`src/rtl/wd_pkg.sv`:
```
package wd_pkg;
  // Strobes driven from the scheduling control into the age datapath.
  typedef struct packed {
    logic runCheck;
  } wdStrobe_t;
endpackage

```
`src/rtl/wd_control.sv`:
```
module wd_control
  import wd_pkg::*;
#(
  parameter int TS_W = 8
) (
  input  logic            clk,
  input  logic            rstN,
  input  logic            insValid,
  input  logic            anyLive,
  input  logic [TS_W-1:0] threshold,
  input  logic [TS_W-1:0] nowCycle,
  output wdStrobe_t       strobe
);
  logic            pending;
  logic [TS_W-1:0] nextCheck;
  logic            fireNow;

  assign fireNow = pending && (nowCycle == nextCheck);
  assign strobe.runCheck = fireNow;

  always_ff @(posedge clk) begin
    if (!rstN) begin
      pending   <= 1'b0;
      nextCheck <= '0;
    end else if (fireNow) begin
      // re-arm only while requests remain (or one arrives now)
      pending   <= anyLive || insValid;
      nextCheck <= nowCycle + threshold;
    end else if (insValid && !pending) begin
      pending   <= 1'b1;
      nextCheck <= nowCycle + threshold;
    end
  end


  no_adjacent_check_chk: assert property (@(posedge clk) disable iff (!rstN)
    (fireNow && threshold > 1) |=> !fireNow);
endmodule

```
`src/rtl/wd_datapath.sv`:
```
module wd_datapath
  import wd_pkg::*;
#(
  parameter int RD_N = 4,
  parameter int WR_N = 4,
  parameter int TS_W = 8,
  localparam int ENT_N = RD_N + WR_N,
  localparam int IDX_W = $clog2(ENT_N),
  localparam int CNT_W = $clog2(ENT_N + 1)
) (
  input  logic             clk,
  input  logic             rstN,
  input  logic             insValid,
  input  logic [IDX_W-1:0] insIdx,
  input  logic             relValid,
  input  logic [IDX_W-1:0] relIdx,
  input  logic [CNT_W-1:0] outstandCnt,
  input  logic [TS_W-1:0]  threshold,
  input  wdStrobe_t        strobe,
  output logic [TS_W-1:0]  nowCycle,
  output logic             anyLive,
  output logic             deadlockErr,
  output logic [IDX_W-1:0] errIdx,
  output logic [TS_W-1:0]  errAge,
  output logic             countErr
);
  logic [ENT_N-1:0] liveVec;
  logic [ENT_N-1:0] expiredVec;
  logic [TS_W-1:0]  ageVec [ENT_N];
  logic [CNT_W-1:0] liveCount;
  logic             anyExpired;
  logic [IDX_W-1:0] firstIdx;
  logic [TS_W-1:0]  firstAge;

  // Free-running cycle counter, wraps modulo 2**TS_W.
  always_ff @(posedge clk) begin
    if (!rstN) nowCycle <= '0;
    else       nowCycle <= nowCycle + 1'b1;
  end

  // Per-entry stamp storage and parallel age comparators.
  for (genvar g = 0; g < ENT_N; g++) begin : g_entry
    logic [TS_W-1:0] stamp;
    always_ff @(posedge clk) begin
      if (!rstN) begin
        liveVec[g] <= 1'b0;
        stamp      <= '0;
      end else if (insValid && insIdx == IDX_W'(g)) begin
        liveVec[g] <= 1'b1;
        stamp      <= nowCycle;
      end else if (relValid && relIdx == IDX_W'(g)) begin
        liveVec[g] <= 1'b0;
      end
    end
    assign ageVec[g]     = nowCycle - stamp;
    assign expiredVec[g] = liveVec[g] && (ageVec[g] >= threshold);
  end

  // Lowest expired index wins: scan from the top down.
  always_comb begin
    anyExpired = 1'b0;
    firstIdx   = '0;
    firstAge   = '0;
    for (int i = ENT_N - 1; i >= 0; i--) begin
      if (expiredVec[i]) begin
        anyExpired = 1'b1;
        firstIdx   = IDX_W'(i);
        firstAge   = ageVec[i];
      end
    end
  end

  always_comb begin
    liveCount = '0;
    for (int i = 0; i < ENT_N; i++) liveCount = liveCount + CNT_W'(liveVec[i]);
  end
  assign anyLive = |liveVec;

  // Sticky reporting registers.
  always_ff @(posedge clk) begin
    if (!rstN) begin
      deadlockErr <= 1'b0;
      errIdx      <= '0;
      errAge      <= '0;
      countErr    <= 1'b0;
    end else if (strobe.runCheck) begin
      if (!deadlockErr && anyExpired) begin
        deadlockErr <= 1'b1;
        errIdx      <= firstIdx;
        errAge      <= firstAge;
      end
      if (outstandCnt != liveCount) countErr <= 1'b1;
    end
  end


  err_sticky_chk: assert property (@(posedge clk) disable iff (!rstN)
    deadlockErr |=> (deadlockErr && $stable(errIdx) && $stable(errAge)));

  cnt_sticky_chk: assert property (@(posedge clk) disable iff (!rstN)
    countErr |=> countErr);

  err_after_check_chk: assert property (@(posedge clk) disable iff (!rstN)
    $rose(deadlockErr) |-> $past(strobe.runCheck));

  err_age_min_chk: assert property (@(posedge clk) disable iff (!rstN)
    ($rose(deadlockErr) && $stable(threshold)) |-> (errAge >= threshold));
endmodule

```
`src/rtl/wd_deadlock_watchdog.sv`:
```
module wd_deadlock_watchdog
  import wd_pkg::*;
#(
  parameter int RD_N = 4,
  parameter int WR_N = 4,
  parameter int TS_W = 8,
  localparam int ENT_N = RD_N + WR_N,
  localparam int IDX_W = $clog2(ENT_N),
  localparam int CNT_W = $clog2(ENT_N + 1)
) (
  input  logic             clk,
  input  logic             rstN,
  input  logic             insValid,
  input  logic [IDX_W-1:0] insIdx,
  input  logic             relValid,
  input  logic [IDX_W-1:0] relIdx,
  input  logic [CNT_W-1:0] outstandCnt,
  input  logic [TS_W-1:0]  threshold,
  output logic             checkStrobe,
  output logic             deadlockErr,
  output logic [IDX_W-1:0] errIdx,
  output logic [TS_W-1:0]  errAge,
  output logic             countErr
);
  wdStrobe_t       strobe;
  logic [TS_W-1:0] nowCycle;
  logic            anyLive;

  wd_control #(.TS_W(TS_W)) u_ctrl (
    .clk(clk), .rstN(rstN), .insValid(insValid), .anyLive(anyLive),
    .threshold(threshold), .nowCycle(nowCycle), .strobe(strobe)
  );

  wd_datapath #(.RD_N(RD_N), .WR_N(WR_N), .TS_W(TS_W)) u_dp (
    .clk(clk), .rstN(rstN), .insValid(insValid), .insIdx(insIdx),
    .relValid(relValid), .relIdx(relIdx), .outstandCnt(outstandCnt),
    .threshold(threshold), .strobe(strobe), .nowCycle(nowCycle),
    .anyLive(anyLive), .deadlockErr(deadlockErr), .errIdx(errIdx),
    .errAge(errAge), .countErr(countErr)
  );

  assign checkStrobe = strobe.runCheck;
endmodule

```
`config.mk`:
```
export PLATFORM = sky130hd
export DESIGN_NAME = wd_deadlock_watchdog
export DESIGN_NICKNAME = d
export VERILOG_FILES = /design/src/rtl/wd_pkg.sv /design/src/rtl/wd_control.sv /design/src/rtl/wd_datapath.sv /design/src/rtl/wd_deadlock_watchdog.sv
export SDC_FILE = /design/constraint.sdc
export NUM_CORES = 1
export LEC_CHECK = 0
export ABC_AREA = 1
export BUFFER_PORTS_ARGS = -buffer_cell sky130_fd_sc_hd__buf_2
export CORE_ASPECT_RATIO = 0.7
export CORE_MARGIN = 2
export CORE_UTILIZATION = 66
export DETAILED_ROUTE_END_ITERATION = 12
export GPL_TIMING_DRIVEN = 1
export PLACE_DENSITY = 0.93
export SLEW_MARGIN = 10
export SYNTH_ARGS = -nofsm -noshare
export SYNTH_HDL_FRONTEND = slang
export SYNTH_SLANG_ARGS = --single-unit
```
`constraint.sdc`:
```
create_clock -name clk -period 11.6 [get_ports clk]
set_input_delay 2.32 -clock clk [delete_from_list [all_inputs] [get_ports clk]]
set_output_delay 2.32 -clock clk [all_outputs]
set_load 0.05 [all_outputs]
```
==> reports/metrics.yaml, run 1 <==
floorplan:
  placement_rows: 35
  die_x_um: 142.2
  dieArea_um2: 14320
  initial_utilization_pct: 67.39
  die_h_um: 100.7
  pin_count: 36
  core_area_um2: 13090
logic_synthesis:
  synth_top_area_share_pct: 23.14
  yosysMostFrequentCell: "nand2_1"
  seq_area_frac_synth_pct: 23.14
  synth_flop_cell: "dfxtp_1"
  syn-instance-count: 1263
  yosys.cell_types.count: 50
  synth_edf_count: 0
  syn_nets: 1430
  synth.largest_area_cell: "dfxtp_1"
  avgSynthCellArea_um2: 6.986
  ys_ff_latch: 102
  synthArstFlopShare_pct: 0
  synth_common_cells: "nand2_1, inv_1, a21oi_1"
  synth_area_um2: 8823
  synth.area.top_cells: "dfxtp_1, ha_1, nand2_1"
  ys_warn_count: 0
place:
  gp_congestion: 0.9553
  io_buffer_count: 35
  dp_hpwl_um: 18180
  dp_cells: 1435
routing:
  routed_wl_um: 25220
  drt_pass1_iterations: 9
  first_iter_violations: 868
  ant_nets: 0
  drc: 0
  viasPerCell: 5.979
  wire_per_inst_um: 17.38
  vias: 8675
global_routing:
  grt_max_degree: 80
  antenna_found_initial: 0
  grt_overflow: 0
  grt_pass1_wl_um: 39610
  grtUsageTotal_pct: 35.79
  grt_pass1_vias: 7716
cells_and_area:
  instances_no_fill: 1451
  fin_nets: 1447
  syn2layout_area_growth_pct: 6.183
  n_antenna_cell: 0
  drive_above_1_share_pct: 6.848
  final_core_util_pct: 71.55
min_path:
  hp-class: "reg2reg"
  whs_endpoint: "u_dp.countErr"
  holdPathStages: 2
  worstHoldStart: "u_dp.countErr"
clock_tree:
  cts_resized: 0
  cts_buffers: 9
  cts_max_path_buffers: 2
  cts.hold.buffers_added: 0
  clk_latency_ps: 350
  cts-htree-levels: 3
  cts_root_buffer: "clkbuf_16"
  clkTransAtPathRegs_ps: 80
  cts_sinks: 102
  post_cts_buffers: 0
  cts_tree: "done"
sta:
  period_minus_slack_ps: 5218
  relSlewSlack_pct: 12.17
  clock.fmax_mhz: 191.6
  worstMarginPinSlew_ps: 1313
  slew_viol_final: 0
  setup_viol: 0
  rsz0062_at_grt: "no"
  finClkSkew_ps: 8.487
  tns_ps: 0
  hold_viol: 0
  final.period_utilization_pct: 44.99
setup_path:
  r2r_cells: 23
  reg2reg_slack_ps: 6830
  cp.required_ps: 9280
  arrival_ps: 2900
  crit_type: "reg2out"
  crit_path_max_incr_delay_ps: 910
  end_kind: "output port"
  worstReg2RegStart: "u_dp.nowCycle[1]"
  r2r_end: "u_dp.errAge[1]"
  cp-start-kind: "flop"
  path_cells: "inv_1 > nand2_1 > o2111ai_1 > nor3_1 > and2_1 > buf_4 > buf_2"
  cp_slowest_cell: "dfxtp_1"
  critPathMaxFanout: 13
pwr:
  power_density_nw_per_um2: 111.2
  p_leak_nw: 4.795
  ir_drop_v: 0.00009177
  total_power_mw: 1.042
run_status:
  status: "complete, no violations"
run:
  cap_violations: 0
-- per-layer routing --
metal,vias to the layer above,wire [um],share of wire (%),GRT usage [%]
li1,4182,-,-,-
met3,76,3146,12,7.221
met4,0,813,3.2,12.62
met5,-,0,0,0
met1,3972,11480,46,53.77
met2,445,9777,39,50.54
-- cell type report --
cell class	instances	area [um2]
Clock buffer	10	239.0
Timing Repair Buffer	40	212.7
Inverter	214	805.8
Multi-Input combinational cell	913	5812
Clock inverter	6	50.05
Tap cell	166	207.7
Fill cell	1065	3725
Sequential cell	102	2042
-- flip-flops by register name, indices dropped and copies added, names as in the netlist --
name / cells
u_dp.g_entry.stamp: 64
u_ctrl.nextCheck: 8
u_dp.errAge: 8
u_dp.liveVec: 8
u_dp.nowCycle: 8
u_dp.errIdx: 3
u_ctrl.pending: 1
u_dp.countErr: 1
u_dp.deadlockErr: 1
-- per-stage QoR --
stage / area (um2) / hold WS [ps] / setup WS, ps
floorplan: 8823 / 443.1 / 7478
global placement: 9080 / 435.6 / 6675
detailed placement: 9080 / 441.5 / 6604
CTS: 9369 / 453.2 / 6531
global route: 9369 / 501.9 / 6283
finish: 9369 / 452.0 / 6382
-- report_power, final --
group	switching, mW	internal (mW)
sequential	0.00918	0.363
clock	0.150	0.155
combinational	0.230	0.134
total	0.389	0.653
-- cell usage in the layout, fill, tap and decap left out, drive strengths merged --
cell      instances
a211oi            1
a21boi            4
a21o              4
a21oi           169
a31o              1
a31oi             9
and2              1
buf              40
clkbuf           10
clkinv            2
clkinvlp          1
dfxtp           102
fa               13
ha              132
inv             217
nand2           246
nand3            36
nand4            14
nor2             70
nor3              9
nor4              2
nor4b             1
o2111ai           6
o211ai            3
o21a              3
o21ai           112
o21bai            3
o22ai             2
o311ai            1
o31ai             1
o41ai             1
or2               4
xnor2            28
xor2             37
-- kinds of logic after synthesis --
logic type	share of synthesized area, %
simple gates	18.05
compound gates	19.61
buf+inv	10.99
fa+ha+maj	21.67
flops	23.14
xor+xnor	6.537
-- worst max-delay path: cells and delay by family, from the launching register on --
kind | cells | cell delay, ps
and+or+nand+nor | 3 | 430
DFF | 1 | 910
AOI/OAI and AO/OA | 1 | 120
buffers and inverters | 3 | 1070
-- worst max-delay path by stage --
stage | startpoint | end | slack [ps] | depth (start not counted)
floorplan | threshold[1] | u_dp.errAge[2] | 7480 | 17
global placement | threshold[1] | u_dp.errAge[1] | 6670 | 19
detailed placement | threshold[1] | u_dp.errAge[1] | 6600 | 19
CTS | u_dp.nowCycle[5] | checkStrobe | 6530 | 7
global route | u_dp.nowCycle[3] | checkStrobe | 6280 | 7
finish | u_dp.nowCycle[5] | checkStrobe | 6380 | 7
No activity file was read; power rests on OpenSTA's default activity.
==> run 2: changes to the inputs <==
--- a/config.mk
+++ b/config.mk
@@ -9,10 +9,10 @@
 export BUFFER_PORTS_ARGS = -buffer_cell sky130_fd_sc_hd__buf_2
 export CORE_ASPECT_RATIO = 0.7
 export CORE_MARGIN = 2
-export CORE_UTILIZATION = 66
+export CORE_UTILIZATION = 64
 export DETAILED_ROUTE_END_ITERATION = 12
 export GPL_TIMING_DRIVEN = 1
-export PLACE_DENSITY = 0.93
+export PLACE_DENSITY = 0.91
 export SLEW_MARGIN = 10
 export SYNTH_ARGS = -nofsm -noshare
 export SYNTH_HDL_FRONTEND = slang
==> constraint.sdc (replaced) <==
create_clock -name clk -period 5.4 [get_ports clk]
set_input_delay 1.08 -clock clk [delete_from_list [all_inputs] [get_ports clk]]
set_output_delay 1.08 -clock clk [all_outputs]
set_load 0.05 [all_outputs]
==> run 2 against run 1 <==
Via count rose by 0.54%. Routed wire length increased by 3.8%. First-iteration DRC count increased by 12%. Critical path type is now reg2reg. Largest power group is now combinational logic. Worst setup slack got worse by 5300 ps. Critical endpoint is now u_dp.errAge[1]. Critical path depth increased by 17. Non-clock buffer count rose by 4. Final cell count grew 1.6%. Register-to-register slack lost 5800 ps. Power is 130% higher. Clock-buffer cell count down 1.
==> reports/metrics.yaml, run 2 (same netlist as run 1, synthesis figures left out) <==
run_status:
  status: "complete, no violations"
setup_path:
  critPathLaunch: "u_dp.nowCycle[1]"
  crit_type: "reg2reg"
  cp-start-kind: "flop"
  cp.required_ps: 5660
  arrival_ps: 4590
  reg2reg_slack_ps: 1070
  worstReg2RegStart: "u_dp.nowCycle[1]"
  r2r_cells: 24
  end_kind: "flop"
  r2r_end: "u_dp.errAge[1]"
  critPathMaxFanout: 16
pwr:
  p_seq_share_pct: 33.3
  ir_drop_v: 0.0002008
  p_comb_share_pct: 33.9
  power_density_nw_per_um2: 253.6
  power_switching_mw: 0.8730
  clkPwrFrac_pct: 32.8
  p_leak_nw: 4.847
  internal-power_mw: 1.533
  total_power_mw: 2.406
  switching_share_pct: 36.29
cells_and_area:
  final_cell_area_um2: 9488
  syn2layout_area_growth_pct: 7.530
  fin_nets: 1451
  drive_above_1_share_pct: 7.137
  final_core_util_pct: 71.27
  regMostFlops: "u_dp.g_entry.stamp"
  fillers: 1112
  n_antenna_cell: 0
  final_cell_mix: "nand2_1, inv_1, a21oi_1, ha_1, dfxtp_1"
  final_common_cell: "nand2_1"
  largest_register_ffs: 64
routing:
  viasPerCell: 5.917
  drt_pass1_iterations: 6
  vias: 8722
  ant_nets: 0
  first_iter_violations: 970
  routed_wl_um: 26180
  wire_per_inst_um: 17.76
  drc: 0
sta:
  slew_viol_final: 0
  clock.fmax_mhz: 230.9
  setup_viol: 0
  final.period_utilization_pct: 80.22
  period_minus_slack_ps: 4332
  tns_ps: 0
  hold_viol: 0
  relSlewSlack_pct: 10.15
  rsz0062_at_grt: "no"
  finClkSkew_ps: 9.502
  finalHoldWorstSlack_ps: 447.0
  worstMarginPinSlew_ps: 1343
global_routing:
  grt_max_degree: 80
  grt_pass1_vias: 7734
  grtUsageTotal_pct: 36.28
  grt_overflow: 0
  grt_pass1_wl_um: 40650
  antenna_found_initial: 0
clock_tree:
  cts_root_buffer: "clkbuf_16"
  clkTransAtPathRegs_ps: 80
  post_cts_buffers: 0
  cts_tree: "done"
  clk_latency_ps: 360
  cts_max_path_buffers: 2
  cts_resized: 0
  cts_sinks: 102
  cts.hold.buffers_added: 0
  cts-htree-levels: 3
  cts_buffers: 9
min_path:
  worstHoldStart: "u_dp.countErr"
  whs_endpoint: "u_dp.countErr"
  holdPathStages: 2
  hp-class: "reg2reg"
place:
  io_buffer_count: 35
  placed_cell_area_um2: 9134
  dp_hpwl_um: 19170
  gp_congestion: 0.9964
floorplan:
  initial_utilization_pct: 66.28
  pin_count: 36
  dieArea_um2: 14760
  die_h_um: 102.2
  core_area_um2: 13310
  placement_rows: 35
  die_x_um: 144.3
run:
  cap_violations: 0
-- run 2: changes by cell type in the layout (fill, tap and decap cells not counted), sizes merged --
cell,before,now
clkinvlp,1,0
inv,217,215
bufinv,0,3
clkbuf,10,9
buf,40,44
clkinv,2,3
-- run 2: area by class of cell --
cell class	instances	area, um2	area share, %
multi-input cells	913	5812	61.26
repair buffers	44	242.7	2.558
inverters	214	805.8	8.493
flip-flops and latches	102	2042	21.52
clock inverters	7	128.9	1.358
well taps	185	231.5	2.440
clock buffers	9	225.2	2.374
-- run 2: power groups by stage --
| stage | logic, mW | clock network (mW) | registers (mW) |
|---|---|---|---|
| 6_report | 0.815 | 0.790 | 0.801 |
| 5_1_grt | 0.902 | 0.818 | 0.804 |
| 4_1_cts | 0.782 | 0.794 | 0.800 |
| 3_5_place_dp | 0.771 | 0 | 0.817 |
| 3_3_place_gp | 0.741 | 0 | 0.816 |
| 2_1_floorplan | 0.563 | 0 | 0.820 |
-- run 2: worst max-delay path by stage --
stage                endpoint  slack, ps
2_1_floorplan  u_dp.errAge[2]       1720
3_3_place_gp   u_dp.errAge[1]       1360
3_5_place_dp   u_dp.errAge[1]       1270
4_1_cts        u_dp.errAge[1]       1210
5_1_grt        u_dp.errAge[1]        760
6_report       u_dp.errAge[1]       1070
-- run 2: worst max-delay path, cell delays in order (launching register included) --
cell,delay [ps]
dfxtp_1,330
buf_4,290
inv_1,290
buf_4,270
fa_1,460
o21ai_1,230
nand2_1,90
nand2_1,70
a21oi_1,70
xor2_1,220
ha_1,280
nand2_1,90
nor2_1,60
nand4_1,70
o2111ai_1,110
nand2_1,330
nand2_1,140
nor2_1,190
nand2_2,100
nand2_4,180
inv_2,70
nor2_1,90
nor2_1,40
nand2_1,110
inv_1,40
-- run 2: routing by layer --
layer | part of all wire (%) | global-route usage (%) | vias up
li1 | - | - | 4183
met1 | 45 | 54.35 | 3945
met2 | 38 | 50.71 | 523
met3 | 14 | 10.50 | 71
met4 | 2.6 | 9.485 | 0
met5 | 0 | 0 | -
-- run 2: stage by stage --
step / setup slack, ps / instances
global placement: 1359 / 1458
floorplan: 1718 / 1263
CTS: 1207 / 1474
global route: 760.9 / 1474
detailed placement: 1270 / 1458
finish: 1068 / 1474
